==> config.mk <==
export PLATFORM = sky130hd
export DESIGN_NAME = hash_byte_packer
export DESIGN_NICKNAME = d
export VERILOG_FILES = /design/src/rtl/hbp_pkg.sv /design/src/rtl/hbp_lane_order.sv /design/src/rtl/hbp_len_track.sv /design/src/rtl/hbp_byte_drain.sv /design/src/rtl/hash_byte_packer.sv
export SDC_FILE = /design/constraint.sdc
export NUM_CORES = 1
export LEC_CHECK = 0
export BUFFER_PORTS_ARGS = -buffer_cell sky130_fd_sc_hd__buf_2
export CAP_MARGIN = 20
export CORE_MARGIN = 10
export CORE_UTILIZATION = 58
export CTS_CLUSTER_DIAMETER = 100
export CTS_CLUSTER_SIZE = 8
export DETAILED_ROUTE_END_ITERATION = 16
export GPL_ROUTABILITY_DRIVEN = 1
export PLACE_DENSITY_LB_ADDON = 0.2
export SYNTH_ARGS = -nofsm -noshare
export SYNTH_HDL_FRONTEND = slang
export SYNTH_SLANG_ARGS = --single-unit
export TNS_END_PERCENT = 1
==> constraint.sdc <==
create_clock -name clk -period 4.1 [get_ports clk]
set_clock_uncertainty 0.05 [all_clocks]
set_input_delay 0.82 -clock clk [delete_from_list [all_inputs] [get_ports clk]]
set_output_delay 0.82 -clock clk [all_outputs]
set_load 0.01 [all_outputs]
==> src/rtl/hbp_pkg.sv <==
package hbp_pkg;

  localparam int LANES = 4;
  localparam int LIDX_W = 2;

  typedef enum logic [1:0] {
    ST_IDLE   = 2'd0,
    ST_SETTLE = 2'd1,
    ST_RUN    = 2'd2
  } hbp_state_e;

  // Lane feeding emitted position k under a given order code.
  function automatic logic [LIDX_W-1:0] hbp_lane(input logic [1:0] order,
                                                 input logic [LIDX_W-1:0] k);
    logic [LIDX_W-1:0] r;
    case (order)
      2'd0: r = k;
      2'd1: r = LIDX_W'(LANES - 1) - k;
      2'd2: r = k[1] ? {1'b1, ~k[0]} : k;
      default: r = k ^ 2'b10;
    endcase
    return r;
  endfunction

  // Bytes taken from the next word given the bytes still owed.
  function automatic logic [2:0] hbp_take(input logic [60:0] rem);
    logic [2:0] t;
    if (rem >= 61'(LANES)) t = 3'(LANES);
    else t = rem[2:0];
    return t;
  endfunction

endpackage

==> src/rtl/hbp_lane_order.sv <==
module hbp_lane_order
  import hbp_pkg::*;
(
  input  logic [1:0]         order,
  input  logic [8*LANES-1:0] word_in,
  output logic [8*LANES-1:0] word_out
);

  for (genvar k = 0; k < LANES; k++) begin : g_pos
    logic [LIDX_W-1:0] src;
    assign src = hbp_lane(order, LIDX_W'(k));
    assign word_out[8*k +: 8] = word_in[8*src +: 8];
  end

  // the permutation touches every lane exactly once.
  always_comb begin
    logic [LANES-1:0] seen;
    seen = '0;
    for (int k = 0; k < LANES; k++) seen[hbp_lane(order, LIDX_W'(k))] = 1'b1;
    assert_perm_full_R2: assert (&seen);
  end

endmodule

==> src/rtl/hbp_len_track.sv <==
module hbp_len_track
  import hbp_pkg::*;
#(
  parameter int LEN_W = 64,
  localparam int RW = LEN_W - 3
)(
  input  logic             clk,
  input  logic             rst_n,
  input  logic             load,
  input  logic [LEN_W-1:0] bits,
  input  logic             consume,
  output logic [2:0]       take,
  output logic             rem_zero,
  output logic             load_zero
);

  logic [RW-1:0] rem_q;

  assign load_zero = (bits[LEN_W-1:3] == '0);
  assign take      = hbp_take(61'(rem_q));
  assign rem_zero  = (rem_q == '0);

  always_ff @(posedge clk) begin
    if (!rst_n) rem_q <= '0;
    else if (load) rem_q <= bits[LEN_W-1:3];
    else if (consume) rem_q <= rem_q - RW'(take);
  end

  // a word is never consumed when nothing is owed.
  assert_no_underrun_R3: assert property (@(posedge clk) disable iff (!rst_n)
    consume && !load |-> !rem_zero);

endmodule

==> src/rtl/hbp_byte_drain.sv <==
module hbp_byte_drain
  import hbp_pkg::*;
(
  input  logic               clk,
  input  logic               rst_n,
  input  logic               clear,
  input  logic               load,
  input  logic [8*LANES-1:0] word,
  input  logic [2:0]         count,
  input  logic               pop,
  output logic               holding,
  output logic [7:0]         byte_out,
  output logic               at_end
);

  logic [8*LANES-1:0] word_q;
  logic [2:0]         cnt_q;
  logic [2:0]         idx_q;

  assign byte_out = word_q[8*idx_q[LIDX_W-1:0] +: 8];
  assign at_end   = (idx_q + 3'd1 == cnt_q);

  always_ff @(posedge clk) begin
    if (!rst_n || clear) begin
      holding <= 1'b0;
      word_q  <= '0;
      cnt_q   <= '0;
      idx_q   <= '0;
    end else if (load) begin
      holding <= 1'b1;
      word_q  <= word;
      cnt_q   <= count;
      idx_q   <= '0;
    end else if (pop && holding) begin
      idx_q <= idx_q + 3'd1;
      if (at_end) holding <= 1'b0;
    end
  end

  // a new word never lands on top of unsent bytes.
  assert_no_overwrite_R8: assert property (@(posedge clk) disable iff (!rst_n)
    holding && !pop && !clear |-> !load);
  assert_count_legal_R3: assert property (@(posedge clk) disable iff (!rst_n)
    load |-> (count != 3'd0) && (count <= 3'(LANES)));

endmodule

==> src/rtl/hash_byte_packer.sv <==
module hash_byte_packer
  import hbp_pkg::*;
#(
  parameter int LEN_W   = 64,
  parameter int GAP_CYC = 2,
  localparam int DW = 8 * LANES,
  localparam int GW = (GAP_CYC > 1) ? $clog2(GAP_CYC + 1) : 1
)(
  input  logic             clk,
  input  logic             rst_n,
  input  logic             cfg_valid,
  input  logic [1:0]       cfg_order,
  input  logic [LEN_W-1:0] cfg_bits,
  input  logic             wr_valid,
  input  logic [DW-1:0]    wr_data,
  output logic             wr_ready,
  output logic             wr_err,
  output logic             out_valid,
  output logic [7:0]       out_data,
  output logic             out_last,
  input  logic             out_ready
);

  hbp_state_e    state_q;
  logic [1:0]    order_q;
  logic [GW-1:0] gap_q;

  logic          word_take;
  logic          stray_take;
  logic          byte_fire;
  logic          msg_end;
  logic [2:0]    take;
  logic          rem_zero;
  logic          load_zero;
  logic          holding;
  logic          at_end;
  logic [DW-1:0] ordered;

  assign wr_ready   = (state_q == ST_IDLE) || ((state_q == ST_RUN) && !holding);
  assign word_take  = wr_valid && wr_ready && (state_q == ST_RUN) && !cfg_valid;
  assign stray_take = wr_valid && wr_ready && (state_q == ST_IDLE);
  assign out_valid  = holding;
  assign out_last   = holding && at_end && rem_zero;
  assign byte_fire  = out_valid && out_ready;
  assign msg_end    = byte_fire && out_last;

  hbp_lane_order u_order (
    .order    (order_q),
    .word_in  (wr_data),
    .word_out (ordered)
  );

  hbp_len_track #(.LEN_W(LEN_W)) u_len (
    .clk       (clk),
    .rst_n     (rst_n),
    .load      (cfg_valid),
    .bits      (cfg_bits),
    .consume   (word_take),
    .take      (take),
    .rem_zero  (rem_zero),
    .load_zero (load_zero)
  );

  hbp_byte_drain u_drain (
    .clk      (clk),
    .rst_n    (rst_n),
    .clear    (cfg_valid),
    .load     (word_take),
    .word     (ordered),
    .count    (take),
    .pop      (out_ready),
    .holding  (holding),
    .byte_out (out_data),
    .at_end   (at_end)
  );

  always_ff @(posedge clk) begin
    if (!rst_n) begin
      state_q <= ST_IDLE;
      order_q <= '0;
      gap_q   <= '0;
      wr_err  <= 1'b0;
    end else begin
      wr_err <= stray_take;
      if (cfg_valid) begin
        order_q <= cfg_order;
        gap_q   <= GW'(GAP_CYC);
        if (load_zero) state_q <= ST_IDLE;
        else if (GAP_CYC == 0) state_q <= ST_RUN;
        else state_q <= ST_SETTLE;
      end else begin
        case (state_q)
          ST_SETTLE: begin
            gap_q <= gap_q - GW'(1);
            if (gap_q <= GW'(1)) state_q <= ST_RUN;
          end
          ST_RUN: if (msg_end) state_q <= ST_IDLE;
          default: state_q <= ST_IDLE;
        endcase
      end
    end
  end

  // an error pulse always follows a word that was offered.
  assert_err_follows_write_R5: assert property (@(posedge clk) disable iff (!rst_n)
    wr_err |-> $past(wr_valid));
  // no data is taken just after a configuration write.
  assert_gap_hold_R7: assert property (@(posedge clk) disable iff (!rst_n)
    $past(cfg_valid) && !load_zero && (GAP_CYC > 0) |-> !wr_ready);
  // last only qualifies a valid byte.
  assert_last_valid_R4: assert property (@(posedge clk) disable iff (!rst_n)
    out_last |-> out_valid);
  // a stalled byte stays put.
  assert_stall_stable_R9: assert property (@(posedge clk) disable iff (!rst_n)
    out_valid && !out_ready && !cfg_valid |=> out_valid && $stable(out_data) && $stable(out_last));
  // the block is unconfigured right after the final byte.
  assert_idle_after_end_R6: assert property (@(posedge clk) disable iff (!rst_n)
    msg_end && !cfg_valid |=> wr_ready && !out_valid);

endmodule

==> results.ini <==
[outcome]
status=completed

[worst_setup_path]
cp_top_family=simple AND/OR/NAND/NOR gates
startpoint=u_len.rem_q[8]
worstSetupPathType=reg2out
rr_endpoint=u_len.rem_q[40]
crit_required_ps=3230
cpMaxStageDelayCell=nor4_1
worstReg2RegStart=u_len.rem_q[3]
slowest_delay_ps=660
path_cells=nor4_1, and3_1, nand3_1, or3_1, nor2_1, buf_2
critPathBufInv=1
critPathCapture=out_last
cp_max_fo=7
r2r_slack_ps=660
worstSetupEndpointType=output port
start_kind=register
cp_data_arrival_time_ps=2730
reg2regPathDepth=7
cp.depth=6

[timing]
setup_ws_ps=498
max_freq_mhz=278
finalCriticalPeriod_ps=3600
finalSetupTns_ps=0
min_period_over_period=0.879
relSlewSlack=0.327
slew_violations=0
setup_viol=0
max_slew.worst_pin.slew_ps=1000
final-hold-violation-count=0
rsz0062_at_grt=no

[grt]
grt-ovfl-total=0
grt_max_degree=42
grt_pass1_vias=6478
antenna_found_initial=0
grt_pass1_wl_mm=33.0
grt.total_usage=0.246

[pwr]
p_switching_mw=0.671
ir_drop_v=0.000285
powerDensity_mw_per_mm2=315
p_comb_frac=0.172
power.share.switching=0.285
clock_power_share=0.343
p_total_mw=2.35
p_int_mw=1.68
power.leakage_nw=2.58
p_seq_frac=0.485

[yosys]
yosysWarnings=0
synth_flop_cell=dfxtp_1
synthTopCellsByArea=dfxtp_1, mux4_2, o21ai_0
avgSynthCellArea_um2=8.19
synth_top_area_frac=0.327
post-synth-top-area-cell=dfxtp_1
synthesis.instances=800
syn_nets=911
syn_area_mm2=0.00655
ys_ff_latch=107
async_flop_share=0
synth_edf_count=0
synth-seq-area-share=0.327
synth_cell_types=65

[clocking]
cts_made_buffers=9
h-tree-depth=3
cts_resized=0
ctsHoldBuffers=0
clockBufferDepth=2
cts-root-buf=clkbuf_16
cts_tree=yes
path_clk_slew_ps=70
clkSinkCount=107
post-cts-setup-buffers=0
clkLatencyLatePin_ps=360

[die]
num_rows=38
io_pins=115
die_w_um=126
die_area_mm2=0.0159
design.core.area_mm2=0.0109
die_h_um=126
start_util=0.599

[detailed_routing]
drt-initial-drc-count=853
ant_nets=0
vias=6760
first_pass_iters=7
wl_per_cell_um=19.7
postRouteWirelength_mm=20.2
route.detailed.drc=0
via_per_inst=6.59

[finish]
area_growth_pct=13.8
fillCellCount=938
layout-drive-gt1-share=0.203
diodes=0
final_cells=1026
nNetsFinal=992

[run]
drv_cap=0

[placement]
dp_cells=1010
portBuffers=111
place.gp.congestion=0.936
dp_hpwl_mm=14.5
dp_slack_ps=674

[min_path]
holdCritPathClass=reg2reg

[per-layer routing]
layer / track usage / up-vias / routed length (um)
li1: - / 3177 / -
met5: 0 / - / 0
met3: 0.0671 / 40 / 1770
met1: 0.323 / 3218 / 8530
met2: 0.386 / 325 / 9410
met4: 0.0723 / 0 / 464
[area by class of cell]
type | count | area [um2] | area share
Tap cell | 140 | 175 | 0.0235
Inverter | 9 | 33.8 | 0.00453
Clock buffer | 14 | 244 | 0.0327
Multi-Input combinational cell | 624 | 4150 | 0.557
Clock inverter | 2 | 12.5 | 0.00168
Timing Repair Buffer | 130 | 698 | 0.0936
Sequential cell | 107 | 2140 | 0.287
[synthesized netlist by cell type (all sizes together), types with 11 or more instances]
| cell type | n |
|---|---|
| dfxtp | 107 |
| nand2 | 103 |
| o21ai | 84 |
| a21oi | 68 |
| clkbuf | 49 |
| nor4 | 44 |
| nor3 | 36 |
| nor2 | 31 |
| mux4 | 24 |
| nand3 | 22 |
| nand4 | 21 |
| mux2i | 19 |
| xnor2 | 19 |
| a211oi | 12 |
| buf | 11 |
| nor4b | 11 |
| xor2 | 11 |
[power by group through the flow]
| stage | combinational [mW] | sequential, mW | clock (mW) |
|---|---|---|---|
| 2_1_floorplan | 0.264 | 1.15 | 0 |
| 3_3_place_gp | 0.382 | 1.16 | 0 |
| 3_5_place_dp | 0.399 | 1.16 | 0 |
| 4_1_cts | 0.400 | 1.14 | 0.807 |
| 5_1_grt | 0.445 | 1.15 | 0.855 |
| 6_report | 0.405 | 1.14 | 0.806 |
[sequential cells by signal, indices dropped and copies added, names as in the netlist]
signal and cells:
u_len.rem_q 61, u_drain.word_q 32, u_drain.cnt_q 3, u_drain.idx_q 3, gap_q 2, order_q 2, state_q 2, u_drain.holding 1
wr_err 1
[cells by family (layout without fill, tap and decap cells)]
| group | after synthesis | after routing | share of synthesized area |
|---|---|---|---|
| AOI/OAI and AO/OA | 214 | 214 | 0.192 |
| xor gates and xnor gates | 30 | 30 | 0.0401 |
| adders and majority gates | 8 | 8 | 0.0153 |
| buffers and inverters | 69 | 155 | 0.0420 |
| DFF | 107 | 107 | 0.327 |
| muxes | 43 | 43 | 0.112 |
| other | 1 | 1 | 0.000572 |
| and+or+nand+nor | 328 | 328 | 0.271 |
[how the worst min path moves through the flow]
stage | from | endpoint | slack [ps] | depth (start not counted)
after floorplan | u_drain.word_q[21] | u_drain.word_q[21] | 380 | 2
after global placement | u_drain.word_q[18] | u_drain.word_q[18] | 390 | 2
after detailed placement | u_drain.word_q[21] | u_drain.word_q[21] | 390 | 2
after CTS | u_drain.word_q[21] | u_drain.word_q[21] | 400 | 2
after global routing | u_drain.word_q[20] | u_drain.word_q[20] | 420 | 2
final | u_drain.word_q[30] | u_drain.word_q[30] | 400 | 2
[layout by cell type (no fill, tap or decap), types with 19 or more instances in the layout]
| master | n |
|---|---|
| buf_2 | 111 |
| nor2_1 | 31 |
| buf_4 | 19 |
| xnor2_1 | 19 |
| nor4_1 | 42 |
| o21ai_0 | 83 |
| mux2i_1 | 19 |
| a21oi_1 | 68 |
| nand2_1 | 103 |
| mux4_2 | 24 |
| nand3_1 | 22 |
| nor3_1 | 35 |
| nand4_1 | 21 |
| dfxtp_1 | 107 |
[stage by stage]
step / area, um2 / utilization / hold WS (ps)
3_5_place_dp: 7200 / 0.658 / 393
3_3_place_gp: 7200 / 0.658 / 387
4_1_cts: 7460 / 0.682 / 400
6_report: 7460 / 0.682 / 399
2_1_floorplan: 6550 / - / 379
5_1_grt: 7460 / 0.682 / 420
[worst min-delay path, delay by kind of cell (launching register included)]
family | cells | cell delay [ps]
simple gates | 1 | 50
compound gates | 1 | 50
flops | 1 | 310
(Power assumes the default switching activity.)
